===== src/rtl/cfgbank_pkg.sv =====
`timescale 1ns/1ps
package cfgbank_pkg;
  typedef enum logic {
    CH_PANEL = 1'b0,
    CH_TV    = 1'b1
  } chan_kind_e;
endpackage


===== src/rtl/cfgbank_event.sv =====
`timescale 1ns/1ps
// Picks the frame-boundary pulse for the channel kind and detects enable edges.
module cfgbank_event #(
  parameter cfgbank_pkg::chan_kind_e CHAN_KIND = cfgbank_pkg::CH_PANEL
) (
  input  logic clk,
  input  logic rst_n,
  input  logic intf_en,
  input  logic vfp_start,
  input  logic ext_vsync,
  output logic sync_evt,
  output logic en_rise
);
  logic en_q;

  assign sync_evt = (CHAN_KIND == cfgbank_pkg::CH_TV) ? ext_vsync : vfp_start;
  assign en_rise  = intf_en & ~en_q;

  always_ff @(posedge clk) begin
    if (!rst_n) en_q <= 1'b0;
    else        en_q <= intf_en;
  end
endmodule


===== src/rtl/cfgbank_go.sv =====
`timescale 1ns/1ps
// Request flag: set by software, cleared by hardware when the switch happens.
module cfgbank_go (
  input  logic clk,
  input  logic rst_n,
  input  logic go_req,
  input  logic sync_evt,
  input  logic en_rise,
  output logic go_q,
  output logic commit,
  output logic done_q
);
  assign commit = (go_q & sync_evt) | en_rise;

  always_ff @(posedge clk) begin
    if (!rst_n) begin
      go_q   <= 1'b0;
      done_q <= 1'b0;
    end else begin
      go_q   <= (go_q & ~commit) | (go_req & ~go_q);
      done_q <= commit;
    end
  end
endmodule


===== src/rtl/cfgbank_slot.sv =====
`timescale 1ns/1ps
// One double-buffered register: staged copy plus live copy.
module cfgbank_slot #(
  parameter int          DATA_W = 32,
  parameter logic [DATA_W-1:0] RST = '0
) (
  input  logic              clk,
  input  logic              rst_n,
  input  logic              we,
  input  logic [DATA_W-1:0] wdata,
  input  logic              commit,
  output logic [DATA_W-1:0] staged_q,
  output logic [DATA_W-1:0] live_q
);
  always_ff @(posedge clk) begin
    if (!rst_n) begin
      staged_q <= RST;
      live_q   <= RST;
    end else begin
      if (we)     staged_q <= wdata;
      if (commit) live_q   <= staged_q;
    end
  end
endmodule


===== src/rtl/shadow_cfg_bank.sv =====
`timescale 1ns/1ps
module shadow_cfg_bank #(
  parameter int NUM_REGS = 8,
  parameter int DATA_W   = 32,
  parameter logic [NUM_REGS-1:0] SHADOW_MASK = '1,
  parameter logic [NUM_REGS*DATA_W-1:0] RESET_VAL = '0,
  parameter cfgbank_pkg::chan_kind_e CHAN_KIND = cfgbank_pkg::CH_PANEL,
  localparam int AW = (NUM_REGS > 1) ? $clog2(NUM_REGS) : 1
) (
  input  logic                       clk,
  input  logic                       rst_n,
  input  logic                       cfg_we,
  input  logic [AW-1:0]              cfg_addr,
  input  logic [DATA_W-1:0]          cfg_wdata,
  input  logic                       go_req,
  input  logic [AW-1:0]              rd_addr,
  output logic [DATA_W-1:0]          rd_data,
  output logic                       go_pending,
  input  logic                       intf_en,
  input  logic                       vfp_start,
  input  logic                       ext_vsync,
  output logic [NUM_REGS*DATA_W-1:0] active_cfg,
  output logic                       commit_done
);
  logic sync_evt;
  logic en_rise;
  logic commit;
  logic [DATA_W-1:0] staged [NUM_REGS];

  cfgbank_event #(.CHAN_KIND(CHAN_KIND)) u_event (
    .clk(clk), .rst_n(rst_n), .intf_en(intf_en),
    .vfp_start(vfp_start), .ext_vsync(ext_vsync),
    .sync_evt(sync_evt), .en_rise(en_rise)
  );

  cfgbank_go u_go (
    .clk(clk), .rst_n(rst_n), .go_req(go_req),
    .sync_evt(sync_evt), .en_rise(en_rise),
    .go_q(go_pending), .commit(commit), .done_q(commit_done)
  );

  for (genvar i = 0; i < NUM_REGS; i++) begin : g_reg
    logic hit;
    assign hit = cfg_we && (cfg_addr == AW'(i));
    if (SHADOW_MASK[i]) begin : g_shadowed
      cfgbank_slot #(
        .DATA_W(DATA_W),
        .RST(RESET_VAL[i*DATA_W +: DATA_W])
      ) u_slot (
        .clk(clk), .rst_n(rst_n), .we(hit), .wdata(cfg_wdata),
        .commit(commit), .staged_q(staged[i]),
        .live_q(active_cfg[i*DATA_W +: DATA_W])
      );
    end else begin : g_direct
      logic [DATA_W-1:0] q;
      always_ff @(posedge clk) begin
        if (!rst_n)   q <= RESET_VAL[i*DATA_W +: DATA_W];
        else if (hit) q <= cfg_wdata;
      end
      assign staged[i] = q;
      assign active_cfg[i*DATA_W +: DATA_W] = q;
    end
  end

  always_comb begin
    rd_data = '0;
    for (int i = 0; i < NUM_REGS; i++)
      if (rd_addr == AW'(i)) rd_data = staged[i];
  end
endmodule


===== config.mk =====
export PLATFORM = sky130hd
export DESIGN_NAME = shadow_cfg_bank
export DESIGN_NICKNAME = d
export VERILOG_FILES = /design/src/rtl/cfgbank_pkg.sv /design/src/rtl/cfgbank_event.sv /design/src/rtl/cfgbank_go.sv /design/src/rtl/cfgbank_slot.sv /design/src/rtl/shadow_cfg_bank.sv
export SDC_FILE = /design/constraint.sdc
export NUM_CORES = 1
export LEC_CHECK = 0
export ABC_AREA = 1
export BUFFER_PORTS_ARGS = -buffer_cell sky130_fd_sc_hd__buf_4
export CORE_ASPECT_RATIO = 0.75
export CORE_MARGIN = 2
export CORE_UTILIZATION = 52
export CTS_CLUSTER_DIAMETER = 80
export DETAILED_ROUTE_END_ITERATION = 8
export HOLD_SLACK_MARGIN = 0.15
export PLACE_DENSITY_LB_ADDON = 0.15
export SETUP_SLACK_MARGIN = 0.05
export SLEW_MARGIN = 40
export SYNTH_ARGS = -nofsm -noshare
export SYNTH_HDL_FRONTEND = slang
export SYNTH_HIERARCHICAL = 1
export SYNTH_SLANG_ARGS = --single-unit

===== constraint.sdc =====
create_clock -name clk -period 1.3 [get_ports clk]
set_input_delay 0 -clock clk [delete_from_list [all_inputs] [get_ports clk]]
set_output_delay 0 -clock clk [all_outputs]
set_load 0.05 [all_outputs]

==> results.md <==
* Outcome: finished, violations left
* Failing checks: setup timing
* Clk pin slew, worst setup/hold paths at 0.07 ns
* Reg2reg path depth at 11
* Setup crit end kind: output pin
* Layout cell share with drive strength beyond 1 at 34.4%
* Kind of critical path: reg -> out
* Initial core utilization at 53.1%
* First-pass GRT wire length at 130 mm
* Worst rel slew slack at 69.3%
* Die H at 189 um
* Final setup skew at 0.0221 ns
* Fmax at 0.561 GHz
* Finish-stage setup viols at 290
* TritonCTS clock tree: done
* Setup TNS at -59.84 ns
* I/O Buffers at 333
* 1st-pass router iterations at 8
* Crit-path cells: nand4_1 -> nand4_1 -> nor2_2 -> nand4_1 -> buf_6
* CP max stage cell: dfxtp_2
* Pins Over Slew Limit at 0
* Yosys warns at 6
* WP data arrival at 1.78 ns
* Fill count at 2924
* Setup ws final at -0.482 ns
* Peak per-stage delay on the critical path at 0.34 ns
* Endpoints failing hold at 0
* Post-DP HPWL at 44.2 mm
* Detail Route Antenna Nets at 0
* Gr ovfl total at 0
* Seq cells post-synth at 515
* Placed cell area at 0.0264 mm2
* Ports at 335
* Crit path max fanout at 3
* Clock sinks at 515
* Maxcap violations at 0
* Std-Cell Core Area at 0.0449 mm2
* Die area at 0.0476 mm2
* Site row count at 67
* Fin crit period at 1.78 ns
* Static leakage at 16.4 nW
* Residual DRC at 0
* Num CTS Buffers at 51
* Clk_lat worst skew at 0.59 ns
* Area Overhead vs Synth at 49.0%
* Via/cell ratio at 5.21
* DR WL/cell at 18.2 um
* WHS Path Cells at 7
* Layout Nets at 4237
* Largest net degree at the start of global routing at 78
* Critical Path Most Common Cell: nand4_1
* HP Class: in -> reg
* Tot Pwr at 45.6 mW
* Finished Cell Area at 0.0355 mm2
* CTS H-tree depth at 2
* Die W at 251 um
* Initial antenna violation count at 1
* Net Count, Synth at 3760
* CTS root buf: clkbuf_16
* Cells after Synth at 3715
* Final Cycle Share at 137%
* Routed via count at 25099
* Worst VDD drop at 1330 uV
* DRT iter0 DRCs at 2252
* Req. time, crit path at 1.30 ns
* GRT Overall Usage at 34.5%
* Slew @ Worst Pin at 0.460 ns
* CTS Buffer Depth at 3
* Avg Cell Area, Syn at 6.42 um2
* Vias in the first global route at 23754
* Final GP Congestion at 0.840
* Power Density at 1280 mW/mm2
* CP Launch Type: flop
* Synthesized area at 0.0238 mm2
* RSZ-0062 raised after global routing: true
* Netlist cell types at 16
* Sequential area share after synthesis at 43.2%
* Drt total wl at 87.8 mm
[critical path, delay by kind of cell, from the launching register on]
family,cells,cell delay [ns]
AND/OR/NAND/NOR,4,0.63
buffers and inverters,1,0.20
flip-flops,1,0.34
[worst paths after layout]
| check | startpoint | endpoint | slack [ns] |
|---|---|---|---|
| worst max-delay path | g_reg[1].g_shadowed.u_slot/staged_q[26] | rd_data[26] | -0.48 |
| worst min-delay path | cfg_addr[0] | g_reg[6].g_shadowed.u_slot/staged_q[11] | 0.12 |
| worst max register to register | u_event/en_q | g_reg[5].g_shadowed.u_slot/live_q[5] | -0.30 |
| worst min register to register | g_reg[2].g_shadowed.u_slot/live_q[5] | g_reg[2].g_shadowed.u_slot/live_q[5] | 0.47 |
[cell usage after synthesis]
cell      count  area [um2]
buf_6       112        1260
buf_1        11        41.3
nor2_2        1        6.26
inv_1       553        2080
dfxtp_1     515       10300
clkbuf_1     32         120
o21ai_0       1        5.00
nor2_1     1100        4130
nor3_2        3        30.0
nand3_1      32         160
inv_2         2        7.51
buf_4        57         428
a21oi_1       1        5.00
buf_2         6        30.0
nand4_1     160        1000
nand2_1    1129        4240
[state kept, by name (all words and copies together) (netlist names)]
name,flops
g.g_shadowed.u_slot/live_q,256
g.g_shadowed.u_slot/staged_q,256
u_event/en_q,1
u_go/done_q,1
u_go/go_q,1
[cells in the final DEF, fill, tap and decap left out]
| cell | Yosys | layout |
|---|---|---|
| inv_4 | 0 | 1 |
| dlymetal6s4s_1 | 0 | 1 |
| diode_2 | 0 | 1 |
| nand2_4 | 0 | 134 |
| nor2_4 | 0 | 210 |
| dlygate4sd3_1 | 0 | 40 |
| nand2_2 | 0 | 201 |
| buf_12 | 0 | 83 |
| clkinv_16 | 0 | 2 |
| dfxtp_1 | 515 | 392 |
| clkbuf_16 | 0 | 54 |
| nor2_2 | 1 | 94 |
| dfxtp_4 | 0 | 1 |
| clkbuf_8 | 0 | 9 |
| nor2_1 | 1100 | 797 |
| buf_16 | 0 | 60 |
| nand4_1 | 160 | 160 |
| bufinv_16 | 0 | 8 |
| a21oi_2 | 0 | 1 |
| buf_8 | 0 | 9 |
| nand3_1 | 32 | 28 |
| buf_6 | 112 | 48 |
| inv_8 | 0 | 1 |
| clkinvlp_4 | 0 | 2 |
| inv_1 | 553 | 550 |
| inv_16 | 0 | 2 |
| inv_2 | 2 | 3 |
| nand3_2 | 0 | 4 |
| nor3_4 | 0 | 3 |
| o21ai_0 | 1 | 1 |
| clkinv_2 | 0 | 8 |
| dfxtp_2 | 0 | 122 |
| nand2_1 | 1129 | 794 |
| buf_4 | 57 | 397 |
| clkbuf_1 | 32 | 12 |
[final cells by class]
class | count | area (um2) | share of cell area, %
inverters | 555 | 2100 | 5.92
diodes | 1 | 2.50 | 0.00704
clock buffers | 74 | 1500 | 4.21
well taps | 586 | 733 | 2.06
multi-input cells | 2427 | 12900 | 36.4
clock inverters | 19 | 307 | 0.863
flip-flops and latches | 515 | 10500 | 29.5
repair inverters | 3 | 80.1 | 0.225
repair buffers | 639 | 7410 | 20.8
[where the power goes]
group	total [mW]	internal [mW]	switching, mW
Combinational	11.7	4.58	7.12
Sequential	17.7	16.7	0.934
Clock	16.2	9.57	6.65
Total	45.6	30.9	14.7
[per-layer routing]
layer  routed length, um  part of all wire (%)  track usage [%]  vias to the layer above
met5                   0                     0                0                        -
met4                4380                   5.0             15.1                        0
met3                7920                   9.0             5.83                      348
met2               42300                    48             59.7                     1256
met1               33200                    38             42.5                    11613
li1                    -                     -                -                    11882
[cell families after synthesis]
kind of cell | Yosys count | synth area share [%]
flip-flops | 515 | 43.2
buffers and inverters | 773 | 16.6
AO/OA/AOI/OAI | 2 | 0.0419
AND/OR/NAND/NOR | 2425 | 40.1
[timing repair]
item,CTS,global route
hold buffers,41,1
setup endpoints to repair,283,327
gates resized for setup,717,603
cloned,86,1
buffers inserted,109,32
pin swaps,378,445
endpoints found under the hold margin,515,1
[through the flow]
step                      utilization [%]  setup WS, ns  hold slack (ns)  cells
after floorplan                         -        0.0795           0.0935   3715
after detailed placement             58.7        -0.126            0.198   4498
after CTS                            76.0        -0.438           0.0558   4827
after global routing                 79.1        -0.541            0.157   4818
after global placement               58.7        -0.121            0.188   4498
final                                79.1        -0.482            0.119   4819
No activity file was read; power rests on OpenSTA's default activity.
